File: src/rtl/crt_pkg.sv
package crt_pkg;
  typedef enum logic [2:0] {
    REG_CTRL   = 3'd0,
    REG_MODE   = 3'd1,
    REG_CNT_LO = 3'd2,
    REG_CNT_HI = 3'd3,
    REG_CAP_LO = 3'd4,
    REG_CAP_HI = 3'd5
  } regSel_e;

  localparam int B_RUN    = 0;
  localparam int B_EXTCNT = 1;
  localparam int B_CAPSEL = 2;
  localparam int B_EXTEN  = 3;
  localparam int B_RATERX = 4;
  localparam int B_RATETX = 5;
  localparam int B_OVF    = 6;
  localparam int B_EXT    = 7;

  localparam int M_DOWN   = 0;
  localparam int M_CLKOUT = 1;

  typedef struct packed {
    logic cntTick;
    logic countDown;
    logic reloadOnWrap;
    logic trigLoad;
    logic trigCapture;
    logic clkOutMode;
    logic wrCntLo;
    logic wrCntHi;
    logic wrCapLo;
    logic wrCapHi;
  } dpStrobe_t;
endpackage

File: src/rtl/crt_sync.sv
module crt_sync #(
  parameter int STAGES = 2
) (
  input  logic clk,
  input  logic rstN,
  input  logic din,
  output logic dout
);
  logic [STAGES-1:0] shReg;

  always_ff @(posedge clk or negedge rstN) begin
    if (!rstN) shReg <= '1;
    else       shReg <= {shReg[STAGES-2:0], din};
  end

  assign dout = shReg[STAGES-1];
endmodule

File: src/rtl/crt_ctrl.sv
module crt_ctrl
  import crt_pkg::*;
#(
  parameter int BYTE_W      = 8,
  parameter int PRESCALE    = 12,
  parameter int SYNC_STAGES = 2
) (
  input  logic                  clk,
  input  logic                  rstN,
  input  logic                  wrEn,
  input  logic [2:0]            addr,
  input  logic [BYTE_W-1:0]     wrData,
  output logic [BYTE_W-1:0]     rdData,
  input  logic                  extCnt,
  input  logic                  extTrig,
  input  logic [2*BYTE_W-1:0]   cntVal,
  input  logic [2*BYTE_W-1:0]   capVal,
  input  logic                  wrapUp,
  input  logic                  wrapDown,
  output dpStrobe_t             stb,
  output logic [BYTE_W-1:0]     ctrlWord,
  output logic                  irq
);
  localparam int PRE_W = (PRESCALE > 2) ? $clog2(PRESCALE) : 1;

  logic [BYTE_W-1:0] ctrlReg, ctrlBase, ctrlNext;
  logic downEn, outEn;
  logic [PRE_W-1:0] presc, prescLimit;
  logic cntSync, trigSync, cntPrev, trigPrev;
  logic cntFall, trigFall;
  logic run, extCount, rateSel;
  logic clkOutMode, rateMode, fastMode, captureMode, reloadMode, updownMode;
  logic presHit, tick;
  logic wrCtrl, wrMode;
  logic setOvf, setExt, togExt;

  crt_sync #(.STAGES(SYNC_STAGES)) u_syncCnt (
    .clk(clk), .rstN(rstN), .din(extCnt), .dout(cntSync)
  );
  crt_sync #(.STAGES(SYNC_STAGES)) u_syncTrig (
    .clk(clk), .rstN(rstN), .din(extTrig), .dout(trigSync)
  );

  assign cntFall  = cntPrev & ~cntSync;
  assign trigFall = trigPrev & ~trigSync;

  // mode decode
  assign run         = ctrlReg[B_RUN];
  assign extCount    = ctrlReg[B_EXTCNT];
  assign rateSel     = ctrlReg[B_RATERX] | ctrlReg[B_RATETX];
  assign clkOutMode  = run & outEn & ~extCount;
  assign rateMode    = run & rateSel;
  assign fastMode    = rateMode | clkOutMode;
  assign captureMode = run & ctrlReg[B_CAPSEL] & ~fastMode;
  assign reloadMode  = run & ~ctrlReg[B_CAPSEL] & ~fastMode;
  assign updownMode  = reloadMode & downEn;

  // prescaler: divides by PRESCALE, or by 2 in the fast modes
  assign prescLimit = fastMode ? PRE_W'(1) : PRE_W'(PRESCALE - 1);
  assign presHit    = (presc >= prescLimit);
  assign tick       = run & (extCount ? cntFall : presHit);

  assign wrCtrl = wrEn & (addr == REG_CTRL);
  assign wrMode = wrEn & (addr == REG_MODE);

  always_comb begin
    stb              = '0;
    stb.cntTick      = tick;
    stb.countDown    = updownMode & ~trigSync;
    stb.reloadOnWrap = ~captureMode;
    stb.trigLoad     = reloadMode & ~downEn & ctrlReg[B_EXTEN] & trigFall;
    stb.trigCapture  = captureMode & ctrlReg[B_EXTEN] & trigFall;
    stb.clkOutMode   = clkOutMode;
    stb.wrCntLo      = wrEn & (addr == REG_CNT_LO);
    stb.wrCntHi      = wrEn & (addr == REG_CNT_HI);
    stb.wrCapLo      = wrEn & (addr == REG_CAP_LO);
    stb.wrCapHi      = wrEn & (addr == REG_CAP_HI);
  end

  // flag events
  assign setOvf = (wrapUp | wrapDown) & ~rateSel & ~clkOutMode;
  assign setExt = stb.trigLoad | stb.trigCapture;
  assign togExt = updownMode & (wrapUp | wrapDown);

  always_comb begin
    ctrlBase        = wrCtrl ? wrData : ctrlReg;
    ctrlNext        = ctrlBase;
    ctrlNext[B_OVF] = ctrlBase[B_OVF] | setOvf;
    ctrlNext[B_EXT] = (ctrlBase[B_EXT] ^ togExt) | setExt;
  end

  always_ff @(posedge clk or negedge rstN) begin
    if (!rstN) begin
      ctrlReg  <= '0;
      downEn   <= 1'b0;
      outEn    <= 1'b0;
      presc    <= '0;
      cntPrev  <= 1'b1;
      trigPrev <= 1'b1;
    end else begin
      ctrlReg  <= ctrlNext;
      if (wrMode) begin
        downEn <= wrData[M_DOWN];
        outEn  <= wrData[M_CLKOUT];
      end
      if (!run || extCount || presHit) presc <= '0;
      else                             presc <= presc + 1'b1;
      cntPrev  <= cntSync;
      trigPrev <= trigSync;
    end
  end

  always_comb begin
    case (regSel_e'(addr))
      REG_CTRL:   rdData = ctrlReg;
      REG_MODE: begin
        rdData           = '0;
        rdData[M_DOWN]   = downEn;
        rdData[M_CLKOUT] = outEn;
      end
      REG_CNT_LO: rdData = cntVal[BYTE_W-1:0];
      REG_CNT_HI: rdData = cntVal[2*BYTE_W-1:BYTE_W];
      REG_CAP_LO: rdData = capVal[BYTE_W-1:0];
      REG_CAP_HI: rdData = capVal[2*BYTE_W-1:BYTE_W];
      default:    rdData = '0;
    endcase
  end

  assign ctrlWord = ctrlReg;
  assign irq      = ctrlReg[B_OVF] | (ctrlReg[B_EXT] & ~updownMode);
endmodule

File: src/rtl/crt_datapath.sv
module crt_datapath
  import crt_pkg::*;
#(
  parameter int BYTE_W = 8
) (
  input  logic                clk,
  input  logic                rstN,
  input  dpStrobe_t           stb,
  input  logic [BYTE_W-1:0]   wrByte,
  output logic [2*BYTE_W-1:0] cntVal,
  output logic [2*BYTE_W-1:0] capVal,
  output logic                wrapUp,
  output logic                wrapDown,
  output logic                ovfPulse,
  output logic                clkOut
);
  localparam int CNT_W = 2 * BYTE_W;
  localparam logic [CNT_W-1:0] CNT_MAX = '1;

  logic [CNT_W-1:0] cntReg, cntNext, capReg, capNext;
  logic clkReg, pulseReg;

  assign wrapUp   = stb.cntTick & ~stb.countDown & (cntReg == CNT_MAX);
  assign wrapDown = stb.cntTick &  stb.countDown & (cntReg == capReg);

  always_comb begin
    cntNext = cntReg;
    if (stb.wrCntLo || stb.wrCntHi) begin
      if (stb.wrCntLo) cntNext[BYTE_W-1:0]     = wrByte;
      if (stb.wrCntHi) cntNext[CNT_W-1:BYTE_W] = wrByte;
    end else if (stb.trigLoad) begin
      cntNext = capReg;
    end else if (wrapUp) begin
      cntNext = stb.reloadOnWrap ? capReg : '0;
    end else if (wrapDown) begin
      cntNext = CNT_MAX;
    end else if (stb.cntTick) begin
      cntNext = stb.countDown ? cntReg - 1'b1 : cntReg + 1'b1;
    end
  end

  always_comb begin
    capNext = capReg;
    if (stb.wrCapLo || stb.wrCapHi) begin
      if (stb.wrCapLo) capNext[BYTE_W-1:0]     = wrByte;
      if (stb.wrCapHi) capNext[CNT_W-1:BYTE_W] = wrByte;
    end else if (stb.trigCapture) begin
      capNext = cntReg;
    end
  end

  always_ff @(posedge clk or negedge rstN) begin
    if (!rstN) begin
      cntReg   <= '0;
      capReg   <= '0;
      clkReg   <= 1'b0;
      pulseReg <= 1'b0;
    end else begin
      cntReg   <= cntNext;
      capReg   <= capNext;
      pulseReg <= wrapUp | wrapDown;
      if (!stb.clkOutMode) clkReg <= 1'b0;
      else if (wrapUp)     clkReg <= ~clkReg;
    end
  end

  assign cntVal   = cntReg;
  assign capVal   = capReg;
  assign ovfPulse = pulseReg;
  assign clkOut   = clkReg;
endmodule

File: src/rtl/capreload_timer.sv
module capreload_timer
  import crt_pkg::*;
#(
  parameter int BYTE_W      = 8,
  parameter int PRESCALE    = 12,
  parameter int SYNC_STAGES = 2
) (
  input  logic              clk,
  input  logic              rstN,
  input  logic              wrEn,
  input  logic [2:0]        addr,
  input  logic [BYTE_W-1:0] wrData,
  output logic [BYTE_W-1:0] rdData,
  input  logic              extCnt,
  input  logic              extTrig,
  output logic              irq,
  output logic              ovfPulse,
  output logic              clkOut
);
  localparam int CNT_W = 2 * BYTE_W;

  dpStrobe_t         stb;
  logic [CNT_W-1:0]  cntVal, capVal;
  logic              wrapUp, wrapDown;
  logic [BYTE_W-1:0] ctrlWord;

  crt_ctrl #(
    .BYTE_W(BYTE_W), .PRESCALE(PRESCALE), .SYNC_STAGES(SYNC_STAGES)
  ) u_ctrl (
    .clk(clk), .rstN(rstN), .wrEn(wrEn), .addr(addr), .wrData(wrData),
    .rdData(rdData), .extCnt(extCnt), .extTrig(extTrig),
    .cntVal(cntVal), .capVal(capVal), .wrapUp(wrapUp), .wrapDown(wrapDown),
    .stb(stb), .ctrlWord(ctrlWord), .irq(irq)
  );

  crt_datapath #(.BYTE_W(BYTE_W)) u_dp (
    .clk(clk), .rstN(rstN), .stb(stb), .wrByte(wrData),
    .cntVal(cntVal), .capVal(capVal), .wrapUp(wrapUp), .wrapDown(wrapDown),
    .ovfPulse(ovfPulse), .clkOut(clkOut)
  );
endmodule

File: config.mk
export PLATFORM = sky130hd
export DESIGN_NAME = capreload_timer
export DESIGN_NICKNAME = d
export VERILOG_FILES = /design/src/rtl/crt_pkg.sv /design/src/rtl/crt_sync.sv /design/src/rtl/crt_ctrl.sv /design/src/rtl/crt_datapath.sv /design/src/rtl/capreload_timer.sv
export SDC_FILE = /design/constraint.sdc
export NUM_CORES = 1
export LEC_CHECK = 0
export BUFFER_PORTS_ARGS = -buffer_cell sky130_fd_sc_hd__buf_2
export CORE_MARGIN = 2
export CORE_UTILIZATION = 60
export CTS_CLUSTER_SIZE = 25
export DETAILED_ROUTE_END_ITERATION = 8
export GPL_TIMING_DRIVEN = 0
export PLACE_DENSITY = 0.83
export SLEW_MARGIN = 20
export SYNTH_ARGS = -nofsm -noshare
export SYNTH_HDL_FRONTEND = slang
export SYNTH_HIERARCHICAL = 1
export SYNTH_SLANG_ARGS = --single-unit
File: constraint.sdc
create_clock -name clk -period 5.5 [get_ports clk]
set_clock_uncertainty 0.15 [all_clocks]
set_input_delay 0.825 -clock clk [delete_from_list [all_inputs] [get_ports clk]]
set_output_delay 0.825 -clock clk [all_outputs]
set_load 0.02 [all_outputs]
Word-level counts from Yosys, hierarchy flattened

Index checks and enable logic that the tools add are counted.

Bits of input ports: 16
Output and inout port bits: 11
Register bits after elaboration: 54
Word-level logic and storage cells: 113

$add $sub $neg: 3
Reductions and logical operators: 12
Bitwise gates (word level): 50
Equal/unequal tests: 12
Muxes and demuxes: 20
Order comparisons: 1

Operators by type and width:

| kind                                               | count |
|---|---|
| two-way mux 16 bit                                 | 9 |
| case mux 8 bit (6 select lines)                    | 1 |
| two-way mux 8 bit                                  | 5 |
| bitwise AND 1 bit                                  | 31 |
| adder 16 x 1 -> 16 bit, second input constant      | 1 |
| == test 16 bit                                     | 1 |
| == test 16 bit, second input constant              | 1 |
| subtractor 16 x 1 -> 16 bit, second input constant | 1 |
| NOT 1 bit                                          | 11 |
| != test 2 x 1 -> 1 bit, second input constant      | 5 |
| two-way mux 4 bit                                  | 2 |
| AND reduction 2 bit                                | 4 |
| OR 1 bit                                           | 7 |
| == test 3 x 2 -> 1 bit, second input constant      | 2 |
| == test 3 bit, second input constant               | 2 |
| nonzero test 5 bit                                 | 1 |
| adder 4 x 1 -> 4 bit, second input constant        | 1 |
| greater-or-equal comparator 4 bit                  | 1 |
| logical OR 1 bit                                   | 4 |
| == test 3 x 1 -> 1 bit, second input constant      | 1 |
| zero test 3 bit                                    | 1 |
| two-way mux 1 bit                                  | 3 |
| nonzero test 2 bit                                 | 1 |
| zero test 1 bit                                    | 1 |
| XOR 1 bit                                          | 1 |

Depth between registers and ports, before layout

Gate-level depths: netlist of the first run.

Depth after elaboration: 14
Gate-level depth with buffers: 14

By module

Netlist of the first run, hierarchy kept.

By module, submodules not included:

| module       | times used | area each (sq um) | cells an instance |
|---|---|---|---|
| crt_datapath | 1          | 2,798.9           | 319 |
| crt_ctrl     | 1          | 1,183.6           | 125 |
| crt_sync     | 2          | 52.6              | 2 |

Worst setup path before layout of the first run

Ideal clock, no wire load.

Path type: register to register
From: register u_ctrl.ctrlReg[4], in the netlist u_ctrl/ctrlWord[4]
To: register u_dp.cntReg[14], in the netlist u_dp/cntVal[14]
Data required time: 5,217 ps
Data arrival time: 3,638 ps
Stages on the path, launching flop included: 11
Slack: 1,579 ps
Setup time: 133 ps
Path buffers: 0
Cells stage by stage: dfrtp_1 > nor2_1 > nand3_1 > nor3_1 > ha_1 > a21oi_1 > o211ai_1 > a221oi_2 > xnor2_1 > a2111oi_2 > a21oi_1

RTL lines:

| what                   | RTL line           | source |
|---|---|---|
| from (decl)            | crt_ctrl.sv:26     | `logic [BYTE_W-1:0] ctrlReg, ctrlBase, ctrlNext;` |
| from (signal assigned) | crt_ctrl.sv:101    | `ctrlReg <= ctrlNext;` |
| to (signal assigned)   | crt_datapath.sv:59 | `cntReg <= cntNext;` |
| to (decl)              | crt_datapath.sv:20 | `logic [CNT_W-1:0] cntReg, cntNext, capReg, capNext;` |

Final worst setup path of the first run

From: register u_ctrl.ctrlReg[1], in the netlist u_ctrl/ctrlWord[1]
To: register u_dp.cntReg[1], in the netlist u_dp/cntVal[1]

Word-level cells in the longest chain between the ends: 13
Elaborated cells between the ends (all ways): 29
Those cells by class: 1 x order compare; 9 x mux; 17 x bitwise; 2 x reduce/logical

RTL lines:

| what                              | RTL line           | source |
|---|---|---|
| NOT 1 bit                         | crt_ctrl.sv:51     | `assign clkOutMode = run & outEn & ~extCount;` |
| bitwise AND 1 bit                 | crt_ctrl.sv:51     |  |
| OR 1 bit                          | crt_ctrl.sv:53     | `assign fastMode = rateMode \| clkOutMode;` |
| two-way mux 4 bit                 | crt_ctrl.sv:59     | `assign prescLimit = fastMode ? PRE_W'(1) : PRE_W'(PRESCALE - 1);` |
| greater-or-equal comparator 4 bit | crt_ctrl.sv:60     | `assign presHit = (presc >= prescLimit);` |
| two-way mux 1 bit (*)             | crt_ctrl.sv:61     | `assign tick = run & (extCount ? cntFall : presHit);` |
| bitwise AND 1 bit (*)             | crt_ctrl.sv:61     |  |
| net u_ctrl.tick                   | crt_ctrl.sv:33     | `logic presHit, tick;` |
| bitwise AND 1 bit (2 in series)   | crt_datapath.sv:24 | `assign wrapDown = stb.cntTick & stb.countDown & (cntReg == capReg);` |
| two-way mux 16 bit                | crt_datapath.sv:35 | `end else if (wrapDown) begin` |
| two-way mux 16 bit                | crt_datapath.sv:33 | `end else if (wrapUp) begin` |
| two-way mux 16 bit                | crt_datapath.sv:31 | `end else if (stb.trigLoad) begin` |
| two-way mux 16 bit                | crt_datapath.sv:28 | `if (stb.wrCntLo \|\| stb.wrCntHi) begin` |

Mark *: on every way through the listed nets, which the timed path passes. The rest lies on a longest branch. The select of a mux whose other input is x is not followed.
A chain may end at the register's enable or synchronous reset.

==> results.txt, run 1 <==
* Clk sink count: 54
- The worst setup path is launched from a register.
* Vertical die dimension: between 80 and 90 um
- The total count of max-transition violations in the final report is 0.
* Worst Hold Endpoint: u_ctrl/u_syncCnt/shReg[1]
- Register bit total from synthesis: 54
- The HPWL after detailed placement is 9.31 mm.
- STA classifies the critical path endpoint as a register.
- Status: finished, final reports clean
- Leaving out filler cells and counting taps, the final layout contains 563.
- Power density over the cells: ~420 mW/mm^2
- In the final layout, the share of cells above drive strength 1 is 0.186.
- Growth of design area from synthesis to finish: 8.78%
- Wire length of the first global-routing pass: 19.6 mm
- The startpoint identified for the worst register-to-register timing path is u_ctrl/ctrlWord[1].
- Cell area after placement: between 0.004 and 0.005 mm^2
- The netlist uses between 60 and 70 different library cells.
* Via count of the first global-routing pass: ~3700
- Post-Route Utilization: 0.666
- Start point of the worst hold path: u_ctrl/u_syncCnt/shReg[0]
- In the global route stage, overall resource usage came out at 0.345.
- Unrepaired setup endpoints after global routing: false
* WL/cell: around 22 um
- At the pin with the least slew margin, the transition time is just over 0.9 ns.
- TritonCTS built the clock tree.
* Timing-limited maximum frequency: 0.276 GHz
* Shortest period the worst path allows: 3.62 ns
- In this run, CTS created clock tree buffers numbering 5.
- Buffers inserted by post-CTS timing repair: 0
* Nets: roughly 520
* Synth async-reset ratio: 1.00
- The repair_antennas step left the layout with diodes totalling 0.
- In this run the remaining antenna-violating nets after routing total 0.
- After routing, the total negative slack on setup checks comes to 0 ns.
- Worst endpoint data arrival time: between 3 and 4 ns
* Cells after synthesis: about 450
* Logic depth of the worst register-to-register path: 14
* Length of the first detailed-routing pass in iterations: 7
- The Yosys step of the flow raised 6 warnings.
* Maximum number of pins on one net before global-route repair: 55
- The routed layout has 3919 vias.
* Hold Buf Count CTS: 0
* Initial antenna violation count: 0
- For this configuration, the core starts out at a cell density of 0.612.
* Final setup violation count: 0
- Total number of H-tree levels: 2
- Measured against its own limit, the worst slew margin works out to 0.382.
- Nets in the synthesized netlist: 482
- Clock slew at the register clock pins of the worst setup and hold paths: ~0.1 ns
- At the later pin of the worst-skew pair, clock insertion delay measures between 0.3 and 0.4 ns.
- Of all nets on the critical path, the largest fanout is 10.
* Path class of the lowest-slack min-delay path: reg -> reg
- Number of DRC markers in iteration 0: approximately 600
- Tcrit/Tclk final: 0.658
* Number of cells after detailed placement: roughly 560
* Core ar.: 0.00668 mm^2
- Clock tree root driver cell: sky130_fd_sc_hd__clkbuf_8
- Using the TritonRoute via totals, the vias-per-cell ratio works out to just under 7.
- Reg2Reg Setup Slack: between 1.5 and 2 ns
- No sink is reached through more buffers than the 2 on the longest clock path.
- Pleak: around 0.0019 uW
- Yosys mapped a number of flops with a built-in enable equal to 0.
* Sequential fraction of the synthesis area: 0.332
* FP Rows: 30
- Global routing finished with a remaining overflow of 0.
- # IOs: 27
* Worst R2R End: u_dp/cntVal[1]
* Number of maximum-capacitance violations: 0
- After detailed routing, the number of remaining DRC violations is 0.
- The routed design has about 13 mm of wire.
- Post-Layout Inst Area: about 0.0044 mm^2
- Post-synthesis area per instance: roughly 9.1 um^2
* Data required, critical path: between 5 and 6 ns
* Instance count along the most critical hold path: 0
- The critical path is of the reg -> reg type.
- The die covers around 0.0075 mm^2.
- The final hold violation count came to 0.
* Worst IR Drop VDD: around 0.29 mV
* Gp weighted congestion: 1.01
- After synthesis the cells add up to roughly 0.004 mm^2.
- Number of I/O port buffers: 25
- In this run, post-CTS repair resized a total of 0 instances.
- Final hold analysis gives a worst-case slack of 0.214 ns.
- In the synthesized netlist the dominant register cell turns out to be sky130_fd_sc_hd__dfrtp_1.
* Horizontal die dimension: about 87 um
## registers in the layout, indices dropped and copies added, names as in the netlist
register and count:
u_dp/capVal 16, u_dp/cntVal 16, u_ctrl/ctrlWord 8, u_ctrl/presc 4, u_ctrl/u_syncCnt/shReg 2, u_ctrl/u_syncTrig/shReg 2
u_ctrl/cntPrev 1, u_ctrl/downEn 1, u_ctrl/outEn 1, u_ctrl/trigPrev 1, u_dp/clkOut 1, u_dp/ovfPulse 1
## metal layers
layer  part of all wire  wire length (um)  up-vias  GRT usage
li1                   -                 -     1742          -
met1               0.40              5020     1869      0.483
met2               0.47              5920      255      0.543
met3               0.11              1380       53     0.0743
met4              0.027               347        0     0.0938
met5                  0                 0        -          0
## synthesized netlist by cell type (all sizes together), types with 4 or more instances
master,instances,area [um^2]
o22ai,16,106
inv,6,22.5
a22oi,4,30.0
clkbuf,11,41.3
a21oi,41,231
and3,6,37.5
nand3,6,30.0
o221ai,6,52.6
dfstp,6,158
nand2,38,143
buf,9,72.6
mux2,13,146
nor2b,4,25.0
nand2b,8,50.1
nor4,7,50.1
o21ai,41,235
nor3,10,61.3
xor2,20,175
a21o,4,30.0
nor2,36,135
nand4,10,62.6
xnor2,9,78.8
dfrtp,48,1200
mux2i,28,280
ha,17,213
## critical path, cell delays in order (launching register included)
cell and delay [ns]:
sky130_fd_sc_hd__dfrtp_1 0.44, sky130_fd_sc_hd__nand2b_1 0.19, sky130_fd_sc_hd__a21boi_0 0.31, sky130_fd_sc_hd__ha_1 0.31, sky130_fd_sc_hd__a211o_1 0.25, sky130_fd_sc_hd__a21oi_1 0.18, sky130_fd_sc_hd__o21ai_0 0.09, sky130_fd_sc_hd__and2_1 0.16
sky130_fd_sc_hd__buf_4 0.15, sky130_fd_sc_hd__nor2_1 0.27, sky130_fd_sc_hd__o21ai_2 0.20, sky130_fd_sc_hd__nand2_1 0.28, sky130_fd_sc_hd__buf_2 0.29, sky130_fd_sc_hd__a21oi_1 0.10, sky130_fd_sc_hd__a21oi_2 0.15
## power by group
group	total, uW	internal, uW	switching [uW]
clock	275	137	138
combinational	834	342	492
sequential	742	504	238
total	1850	983	867
## cells in the final DEF, fill, tap and decap left out, types with 3 or more instances in the layout
master                     count
sky130_fd_sc_hd__nand2_1      38
sky130_fd_sc_hd__mux2i_1      28
sky130_fd_sc_hd__buf_2        28
sky130_fd_sc_hd__nor2b_1       4
sky130_fd_sc_hd__ha_1         17
sky130_fd_sc_hd__nor4_1        6
sky130_fd_sc_hd__dfstp_2       6
sky130_fd_sc_hd__o21ai_0      24
sky130_fd_sc_hd__and2_1        3
sky130_fd_sc_hd__inv_1         5
sky130_fd_sc_hd__xnor2_1       9
sky130_fd_sc_hd__a21o_1        4
sky130_fd_sc_hd__nand2b_1      8
sky130_fd_sc_hd__xor2_1       20
sky130_fd_sc_hd__nand3_1       6
sky130_fd_sc_hd__nand4b_1      3
sky130_fd_sc_hd__o22ai_1      15
sky130_fd_sc_hd__nor2_1       36
sky130_fd_sc_hd__nor3_1        8
sky130_fd_sc_hd__nand3b_1      3
sky130_fd_sc_hd__clkbuf_8      5
sky130_fd_sc_hd__o21ai_1       9
sky130_fd_sc_hd__mux2_2       12
sky130_fd_sc_hd__buf_4         5
sky130_fd_sc_hd__o21ai_2       8
sky130_fd_sc_hd__nand4_1      10
sky130_fd_sc_hd__and3_1        6
sky130_fd_sc_hd__clkbuf_1     12
sky130_fd_sc_hd__o221ai_1      6
sky130_fd_sc_hd__a21oi_1      34
sky130_fd_sc_hd__dfrtp_1      48
sky130_fd_sc_hd__a22oi_1       4
sky130_fd_sc_hd__a31oi_1       3
sky130_fd_sc_hd__a21oi_2       7
## cell families after synthesis
kind of cell    count (synthesis)  share of synthesized area
buf+inv                        26                     0.0334
simple gates                  141                      0.182
flops                          54                      0.332
compound gates                139                      0.228
fa+ha+maj                      18                     0.0569
xor+xnor                       29                     0.0621
mux                            41                      0.104
## area by class of cell
type / instances / area (um^2)
multi-input cells: 368 / 2600
fillers: 566 / 2230
flip-flops and latches: 54 / 1360
repair buffers: 27 / 143
plain buffers: 20 / 114
well taps: 80 / 100
clock buffers: 6 / 72.6
clock inverters: 2 / 38.8
inverters: 6 / 22.5
## stage by stage
stage,total power (uW),setup slack (ns)
after floorplan,1260,1.58
after global placement,1510,0.498
after detailed placement,1540,2.00
after CTS,1810,1.96
after global routing,1930,1.67
final,1850,1.88
## how the worst max path moves through the flow
stage	from	to	slack [ns]	cells past startpoint
floorplan	u_ctrl/ctrlWord[4]	u_dp/cntVal[14]	1.58	10
global placement	u_ctrl/ctrlWord[4]	u_dp/cntVal[14]	0.50	10
detailed placement	addr[1]	u_dp/cntVal[13]	2.00	10
CTS	u_ctrl/ctrlWord[1]	u_dp/cntVal[12]	1.96	14
global route	u_ctrl/ctrlWord[1]	u_dp/cntVal[1]	1.67	14
finish	u_ctrl/ctrlWord[1]	u_dp/cntVal[1]	1.88	14
Power figures use the tool's default switching activity.
==> run 2, diff against run 1 <==
clock period = 3.35 ns   (was 5.5 ns; I/O delays follow)
==> run 2 against run 1 <==
Fmax grew 10%. Power grew 70%. Final cell count grew 0.53%. Global-route usage shrank 0.28 points. Clock power grew 99%. Non-clock buffer count grew 3. Cell area grew 2.7%. Via count shrank 0.20%. Worst setup slack lost 1.8 ns.
==> results.txt, run 2 (synthesized netlist as in run 1, its figures left out) <==
- The worst-margin pin slew came to 0.688 ns (-0.230 ns).
* Number of I/O port buffers: 25 (unchanged)
- Nets: 519 (+0.58%)
- The power per standard cell area is 689 mW/mm^2 (+66%).
* HPWL after detailed placement: 9.17 mm (-1.5%)
- The internal portion of total power was 1720 uW (+75%).
* Core ar.: 0.00668 mm^2 (unchanged)
- Cell area after placement: 0.00434 mm^2 (+0.14%)
- Setup CP Type: reg -> reg
- TritonCTS built the clock tree.
* Worst relative slew slack: 0.537 (+0.155)
- Pleak: 0.00194 uW (+2.7%)
- The total of max-cap violations is 0 (unchanged).
- Total number of H-tree levels: 2 (unchanged)
* Hold Vio Cnt, Final: 0 (unchanged)
* Maximum number of pins on one net before global-route repair: 55 (unchanged)
* WL final: 12.6 mm (-0.66%)
- The min-delay analysis places its worst path in the category in -> async.
- The share of total power consumed by net switching came to 0.453 (-0.0160).
- The weighted congestion at the end of routability-driven global placement is 0.967 (-4.7%).
* FP Rows: 30 (unchanged)
- Clock tree root driver cell: sky130_fd_sc_hd__clkbuf_8
* Status: finished, final reports clean
- Clock power share: 0.174 (+0.025)
- The clock sink count came to 54 (unchanged).
- TritonCTS Buffers: 5 (unchanged)
- The via count normalized by instance count was 6.91 (-0.73%).
- The total count of max-transition violations in the final report is 0 (unchanged).
- The initial DRC count is 543 (-11%).
- The cell area after layout is 0.00457 mm^2 (+2.7%).
- The number of routed nets with antenna violations came to 0 (unchanged).
* Fraction of layout instances using a drive strength above 1: 0.214 (+0.0277)
- Kind of start point of the critical path: register
- The I/O pin count is 27 (unchanged).
* Worst-skew pair later-pin latency: 0.32 ns (about the same)
* Effective utilization at floorplan: 0.612 (unchanged)
- Non-filler instance count after layout: 566 (+0.53%)
- The via count came to 3911 (-0.20%).
- The buffer depth of the longest clock path is 2 (unchanged).
- The combined global-route utilization of all metal layers is 0.342 (-0.00282).
* Crit path max fanout: 10 (unchanged)
* Global route total overflow: 0 (unchanged)
- Commonest non-fill, non-tap cells in the layout: sky130_fd_sc_hd__dfrtp_1 (47), sky130_fd_sc_hd__nand2_1 (37), sky130_fd_sc_hd__nor2_1 (34)
* Post-Route Utilization: 0.684 (+0.0182)
- Vertical die dimension: 86.5 um (unchanged)
- Growth of design area from synthesis to finish: 11.8%
- WL/cell: 22.2 um (-1.2%)
* Net load switching power: 1420 uW (+64%)
- Sequential Power Share: 0.386 (-0.015)
- The initial antenna violation count was 0 (unchanged).
* Combinational power share: 0.441 (-0.009)
* Die Area: 0.00749 mm^2 (unchanged)
- Worst endpoint data arrival time: 3.39 ns (-0.32 ns)
- Leaving out fill and tap cells, the most frequent cell in the layout is sky130_fd_sc_hd__dfrtp_1.
- Via count of the first global-routing pass: 3591 (-2.4%)
- The count of unresolved DRC violations after routing came to 0 (unchanged).
- Tcrit/Tclk final: 0.980 (+0.322)
* Length of the first detailed-routing pass in iterations: 6 (-1)
- Worst IR Drop VDD: 0.487 mV (+68%)
- Wire length of the first global-routing pass: 19.3 mm (-1.7%)
- Clock slew at the register clock pins of the worst setup and hold paths: 0.11 ns (about the same)
* Number of cells after detailed placement: 554 (-0.18%)
* Final hold slack: 0.0677 ns (-0.146 ns)
* Count of inserted antenna diode cells: 0 (unchanged)
- The cts-stage hold buffer count was 0 (unchanged).
- Horizontal die dimension: 86.5 um (unchanged)
- The required time at the worst-slack endpoint was 3.46 ns (-2.13 ns).
- Shortest period the worst path allows: 3.28 ns (-0.339 ns)
- Timing-limited maximum frequency: 0.305 GHz (+10%)
- Crit. End Element: register
- The total of endpoints with negative setup slack in the final report is 0 (unchanged).
- Count of fill cells added during filler insertion: 549 (-3.0%)
[run 2: worst max-delay path, stage by stage (launching register included)]
cell and delay [ns]:
sky130_fd_sc_hd__dfrtp_2 0.45, sky130_fd_sc_hd__nand2b_4 0.17, sky130_fd_sc_hd__a21boi_2 0.17, sky130_fd_sc_hd__ha_1 0.25, sky130_fd_sc_hd__a211o_1 0.26, sky130_fd_sc_hd__a21oi_1 0.17
sky130_fd_sc_hd__o21ai_0 0.09, sky130_fd_sc_hd__and2_1 0.17, sky130_fd_sc_hd__buf_4 0.16, sky130_fd_sc_hd__nand4b_1 0.12, sky130_fd_sc_hd__buf_4 0.14, sky130_fd_sc_hd__nor4b_4 0.06
sky130_fd_sc_hd__nor2_1 0.36, sky130_fd_sc_hd__buf_6 0.24, sky130_fd_sc_hd__o41ai_1 0.11, sky130_fd_sc_hd__a21oi_1 0.16
[run 2: metrics by stage]
step / setup WS (ns) / setup TNS, ns / power, uW
after floorplan: 0.00416 / 0 / 2080
after global placement: -0.710 / -6.69 / 2470
after detailed placement: -0.142 / -0.526 / 2520
after CTS: 0.00905 / 0 / 3070
after global routing: -0.0242 / -0.0381 / 3300
final: 0.0672 / 0 / 3150
[run 2: metal layers]
metal | up-vias | GRT usage | wire [um]
met3 | 52 | 0.0752 | 1290
met4 | 0 | 0.111 | 413
met5 | - | 0 | 0
li1 | 1753 | - | -
met2 | 246 | 0.528 | 5810
met1 | 1860 | 0.480 | 5070
[run 2: area by class of cell]
| cell class | count | area (um^2) | share of cell area |
|---|---|---|---|
| Multi-Input combinational cell | 368 | 2650 | 0.581 |
| Clock buffer | 6 | 82.6 | 0.0181 |
| Buffer | 20 | 116 | 0.0255 |
| Tap cell | 80 | 100 | 0.0219 |
| Sequential cell | 54 | 1360 | 0.298 |
| Inverter | 6 | 22.5 | 0.00493 |
| Timing Repair Buffer | 30 | 173 | 0.0378 |
| Clock inverter | 2 | 60.1 | 0.0131 |
[run 2: power groups by stage]
stage,logic (uW),registers (uW),clock network (uW)
6_report,1390,1210,546
2_1_floorplan,1030,1040,0
5_1_grt,1500,1230,573
3_5_place_dp,1310,1200,0
4_1_cts,1330,1190,547
3_3_place_gp,1280,1200,0
[run 2: final timing paths]
check	from	endpoint	slack [ns]	depth (start not counted)
hold / removal	rstN	u_dp/ovfPulse	0.07	1
hold reg to reg	u_ctrl/u_syncTrig/shReg[0]	u_ctrl/u_syncTrig/shReg[1]	0.21	0
max in group asynchronous	rstN	u_ctrl/ctrlWord[1]	2.51	1
min in group clk	extCnt	u_ctrl/u_syncCnt/shReg[0]	0.12	1
setup reg to reg	u_ctrl/ctrlWord[1]	u_dp/cntVal[12]	0.07	15
setup / recovery	u_ctrl/ctrlWord[1]	u_dp/cntVal[12]	0.07	15
[run 2: timing repair]
action,4_1_cts,5_1_grt
setup endpoints to repair,15,16
buffers inserted,2,2
pin swaps,1,4
gates resized for setup,5,9
==> run 3, diff against run 2 <==
SETUP_SLACK_MARGIN = 0.4   (was default)
==> run 3 against run 2 <==
Worst setup slack improved by 0.19 ns. First-iteration DRC count fell by 14%. Clock power fell by 16%. Utilization rose by 7.0 points. Fmax rose by 6.1%. Combinational power rose by 10%. Non-clock buffer count rose by 28. Sequential power barely moved. Worst hold slack improved by 0.0064 ns. Cell area rose by 10%. Critical path type unchanged. Largest cell class unchanged. Largest power group unchanged. Highest routed layer unchanged.
==> results.txt, run 3 (synthesized netlist as in run 1, its figures left out) <==
- Status: finished, final reports clean
* Tcrit/Tclk final: 0.923 (-0.0566)
- Count of inserted antenna diode cells: 0 (unchanged)
- The maximum resistive drop on vdd is 0.546 mV (+12%).
- The clock input transition at the sequential cells of the worst setup and hold paths was 0.10 ns (about the same).
- Combinational power share: 0.476 (+0.035)
* HPWL after detailed placement: 9.26 mm (+1.0%)
- Growth of design area from synthesis to finish: 23.2%
- Remaining antenna violation count: 0 (unchanged)
* Clock tree root driver cell: sky130_fd_sc_hd__clkbuf_8
* Worst relative slew slack: 0.346 (-0.191)
- The power per standard cell area came to 639 mW/mm^2 (-7.2%).
- The total of max-cap violations was 0 (unchanged).
- The number of buffer and inverter stages on the critical path is 2 (-1).
* WL final: 13.8 mm (+9.4%)
- Worst path setup slack after routing: 0.257 ns (+0.190 ns)
- Total number of H-tree levels: 2 (unchanged)
- The total length of routed met3 wires was 1.22 mm (-5.3%).
* Met2 Routed Length: 6.56 mm (+13%)
- The core area is 0.00668 mm^2 (unchanged).
* Pins over their slew limit: 0 (unchanged)
- Length of the first detailed-routing pass in iterations: 6 (unchanged)
* Number of DRC markers in iteration 0: 469 (-14%)
* Hold Vio Cnt, Final: 0 (unchanged)
* Most common cell after layout, fill and taps aside: sky130_fd_sc_hd__dfrtp_1
* Maximum number of pins on one net before global-route repair: 55 (unchanged)
* Clock power share: 0.142 (-0.032)
- Wire length of the first global-routing pass: 20.2 mm (+4.9%)
* Worst endpoint data arrival time: 3.13 ns (-0.26 ns)
* Count of vias placed by the detailed router: 4028 (+3.0%)
- STA classifies the critical path startpoint as a register.
- Number of I/O port buffers: 25 (unchanged)
- The initial antenna violation count came to 0 (unchanged).
* Non-filler instance count after layout: 593 (+4.8%)
* Crit path max fanout: 6 (-4)
* Timing-limited maximum frequency: 0.323 GHz (+6.1%)
* Worst-skew pair later-pin latency: 0.31 ns (about the same)
- Horizontal die dimension: 86.5 um (unchanged)
- The register share of total power was 0.382 (-0.004).
- WL/cell: 23.2 um (+4.4%)
* CP max-delay cell: sky130_fd_sc_hd__fa_1
- The total power of the final layout was 3220 uW (+2.3%).
- The final critical path time including I/O delays and setup was 3.09 ns (-0.190 ns).
* Highest cell delay on the worst timing path: 0.50 ns (+0.05 ns)
- Number of cells after detailed placement: 553 (-0.18%)
- Count of fill cells added during filler insertion: 503 (-8.4%)
* Vertical die dimension: 86.5 um (unchanged)
- The starting density of the core came to 0.612 (unchanged).
* Post-Layout Inst Area: 0.00504 mm^2 (+10%)
- Tightest Pin Transition: 0.973 ns (+0.285 ns)
* Internal: 1740 uW (+1.0%)
* Worst R2R End: u_dp/cntVal[14]
- STA classifies the critical path endpoint as a register.
- The detailed-routing wirelength on met1 was 5.59 mm (+10%).
* Global route total overflow: 0 (unchanged)
- Clk sink count: 54 (unchanged)
- Setup repair after global routing could not meet its margin everywhere.
- The number of buffers added by the clock tree synthesis step came to 5 (unchanged).
- Nets: 547 (+5.4%)
* Net load switching power: 1480 uW (+3.8%)
* Number of buffers on the longest clock path: 2 (unchanged)
- Detailed-route vias per instance: 6.79 (-1.7%)
- Hold Buf Count CTS: 0 (unchanged)
- The total of endpoints with negative setup slack in the final report was 0 (unchanged).
- Global Route Usage Sum: 0.357 (+0.0149)
- The I/O pin count came to 27 (unchanged).
- The number of placement rows is 30 (unchanged).
- The count of unresolved DRC violations after routing came to 0 (unchanged).
* Cell-by-cell listing of the critical path: nand2b_2 -> nor3_4 -> buf_4 -> clkbuf_16 -> fa_1 -> a21oi_4 -> o22ai_4 -> a221oi_2 -> xnor2_1 -> a2111oi_2 -> a21oi_1
- Startpoint of the worst setup timing path: u_ctrl/ctrlWord[2]
- Data required, critical path: 3.39 ns (-0.07 ns)
* Clock tree from TritonCTS: yes
- Path class of the lowest-slack min-delay path: in -> async
- The cell depth of the worst flop-to-flop path is 11 (-4).
- Gp weighted congestion: 0.964 (-0.34%)
* Setup CP Type: reg -> reg
- Category of cells accounting for the largest share of critical-path delay: compound AO/OA/AOI/OAI gates
- The share of layout cells above drive strength 1 came to 0.314 (+0.0998).
- The share of total power consumed by net switching is 0.459 (+0.00668).
- Commonest non-fill, non-tap cells in the layout: sky130_fd_sc_hd__dfrtp_1 (45), sky130_fd_sc_hd__nand2_1 (37), sky130_fd_sc_hd__nor2_1 (32)
- The area after detailed placement came to 0.00437 mm^2 (+0.63%).
* Final hold slack: 0.0742 ns (+0.00643 ns)
- In this run the top signal layer used is met4.
- The via count of the first global-routing pass was 3761 (+4.7%).
* Die Area: 0.00749 mm^2 (unchanged)
* FF-to-FF Start: u_ctrl/ctrlWord[2]
- Pleak: 0.00215 uW (+11%)
- The pre-CTS setup slack came to -0.383 ns (-0.240 ns).
- Reg2Reg Setup Slack: 0.26 ns (+0.19 ns)
run 3: cell types whose count changed in the layout (fill, tap and decap cells not counted), sizes merged:
cell    change
buf        +28
bufinv      -1
run 3: worst max-delay path by stage:
stage	endpoint	slack, ns	depth (start not counted)
finish	u_dp/cntVal[14]	0.26	11
global route	u_dp/cntVal[14]	0.15	12
CTS	u_dp/cntVal[14]	0.31	13
detailed placement	u_dp/cntVal[14]	-0.38	10
global placement	u_dp/cntVal[14]	-0.33	10
floorplan	u_dp/cntVal[14]	0.26	11
run 3: cell type report:
class | count | area (um^2) | share of cell area
clock inverter | 1 | 30.0 | 0.00596
timing repair buffer | 58 | 459 | 0.0912
multi-input combinational | 368 | 2840 | 0.564
inverter | 6 | 22.5 | 0.00447
sequential | 54 | 1360 | 0.271
clock buffer | 6 | 82.6 | 0.0164
tap | 80 | 100 | 0.0199
buffer | 20 | 136 | 0.0271
run 3: stage by stage:
stage | setup TNS [ns] | util
global route | 0 | 0.754
floorplan | 0 | -
global placement | -1.20 | 0.654
detailed placement | -2.18 | 0.654
finish | 0 | 0.754
CTS | 0 | 0.719
run 3: what timing repair did:
item / in CTS / in global routing
endpoints found under the setup margin: 19 / 19
gates cloned: 1 / 2
gates resized for setup: 37 / 20
pin swaps: 24 / 28
setup buffers: 18 / 12
run 3: power groups by stage:
stage,Sequential (uW),Combinational (uW),Clock (uW)
2_1_floorplan,1050,1060,0
3_3_place_gp,1210,1280,0
3_5_place_dp,1220,1320,0
4_1_cts,1210,1410,458
5_1_grt,1240,1650,484
6_report,1230,1530,457
run 3: per-layer routing:
| metal | vias up | global-route usage |
|---|---|---|
| met4 | 0 | 0.115 |
| met2 | 235 | 0.573 |
| met3 | 39 | 0.0476 |
| met1 | 1948 | 0.501 |
| li1 | 1806 | - |
| met5 | - | 0 |
run 3: worst reg2reg max path, stage by stage (launching register included):
cell and delay [ns]:
sky130_fd_sc_hd__dfrtp_1 0.47, sky130_fd_sc_hd__nand2b_2 0.26, sky130_fd_sc_hd__nor3_4 0.07, sky130_fd_sc_hd__buf_4 0.15, sky130_fd_sc_hd__clkbuf_16 0.16, sky130_fd_sc_hd__fa_1 0.50
sky130_fd_sc_hd__a21oi_4 0.26, sky130_fd_sc_hd__o22ai_4 0.13, sky130_fd_sc_hd__a221oi_2 0.29, sky130_fd_sc_hd__xnor2_1 0.12, sky130_fd_sc_hd__a2111oi_2 0.35, sky130_fd_sc_hd__a21oi_1 0.08
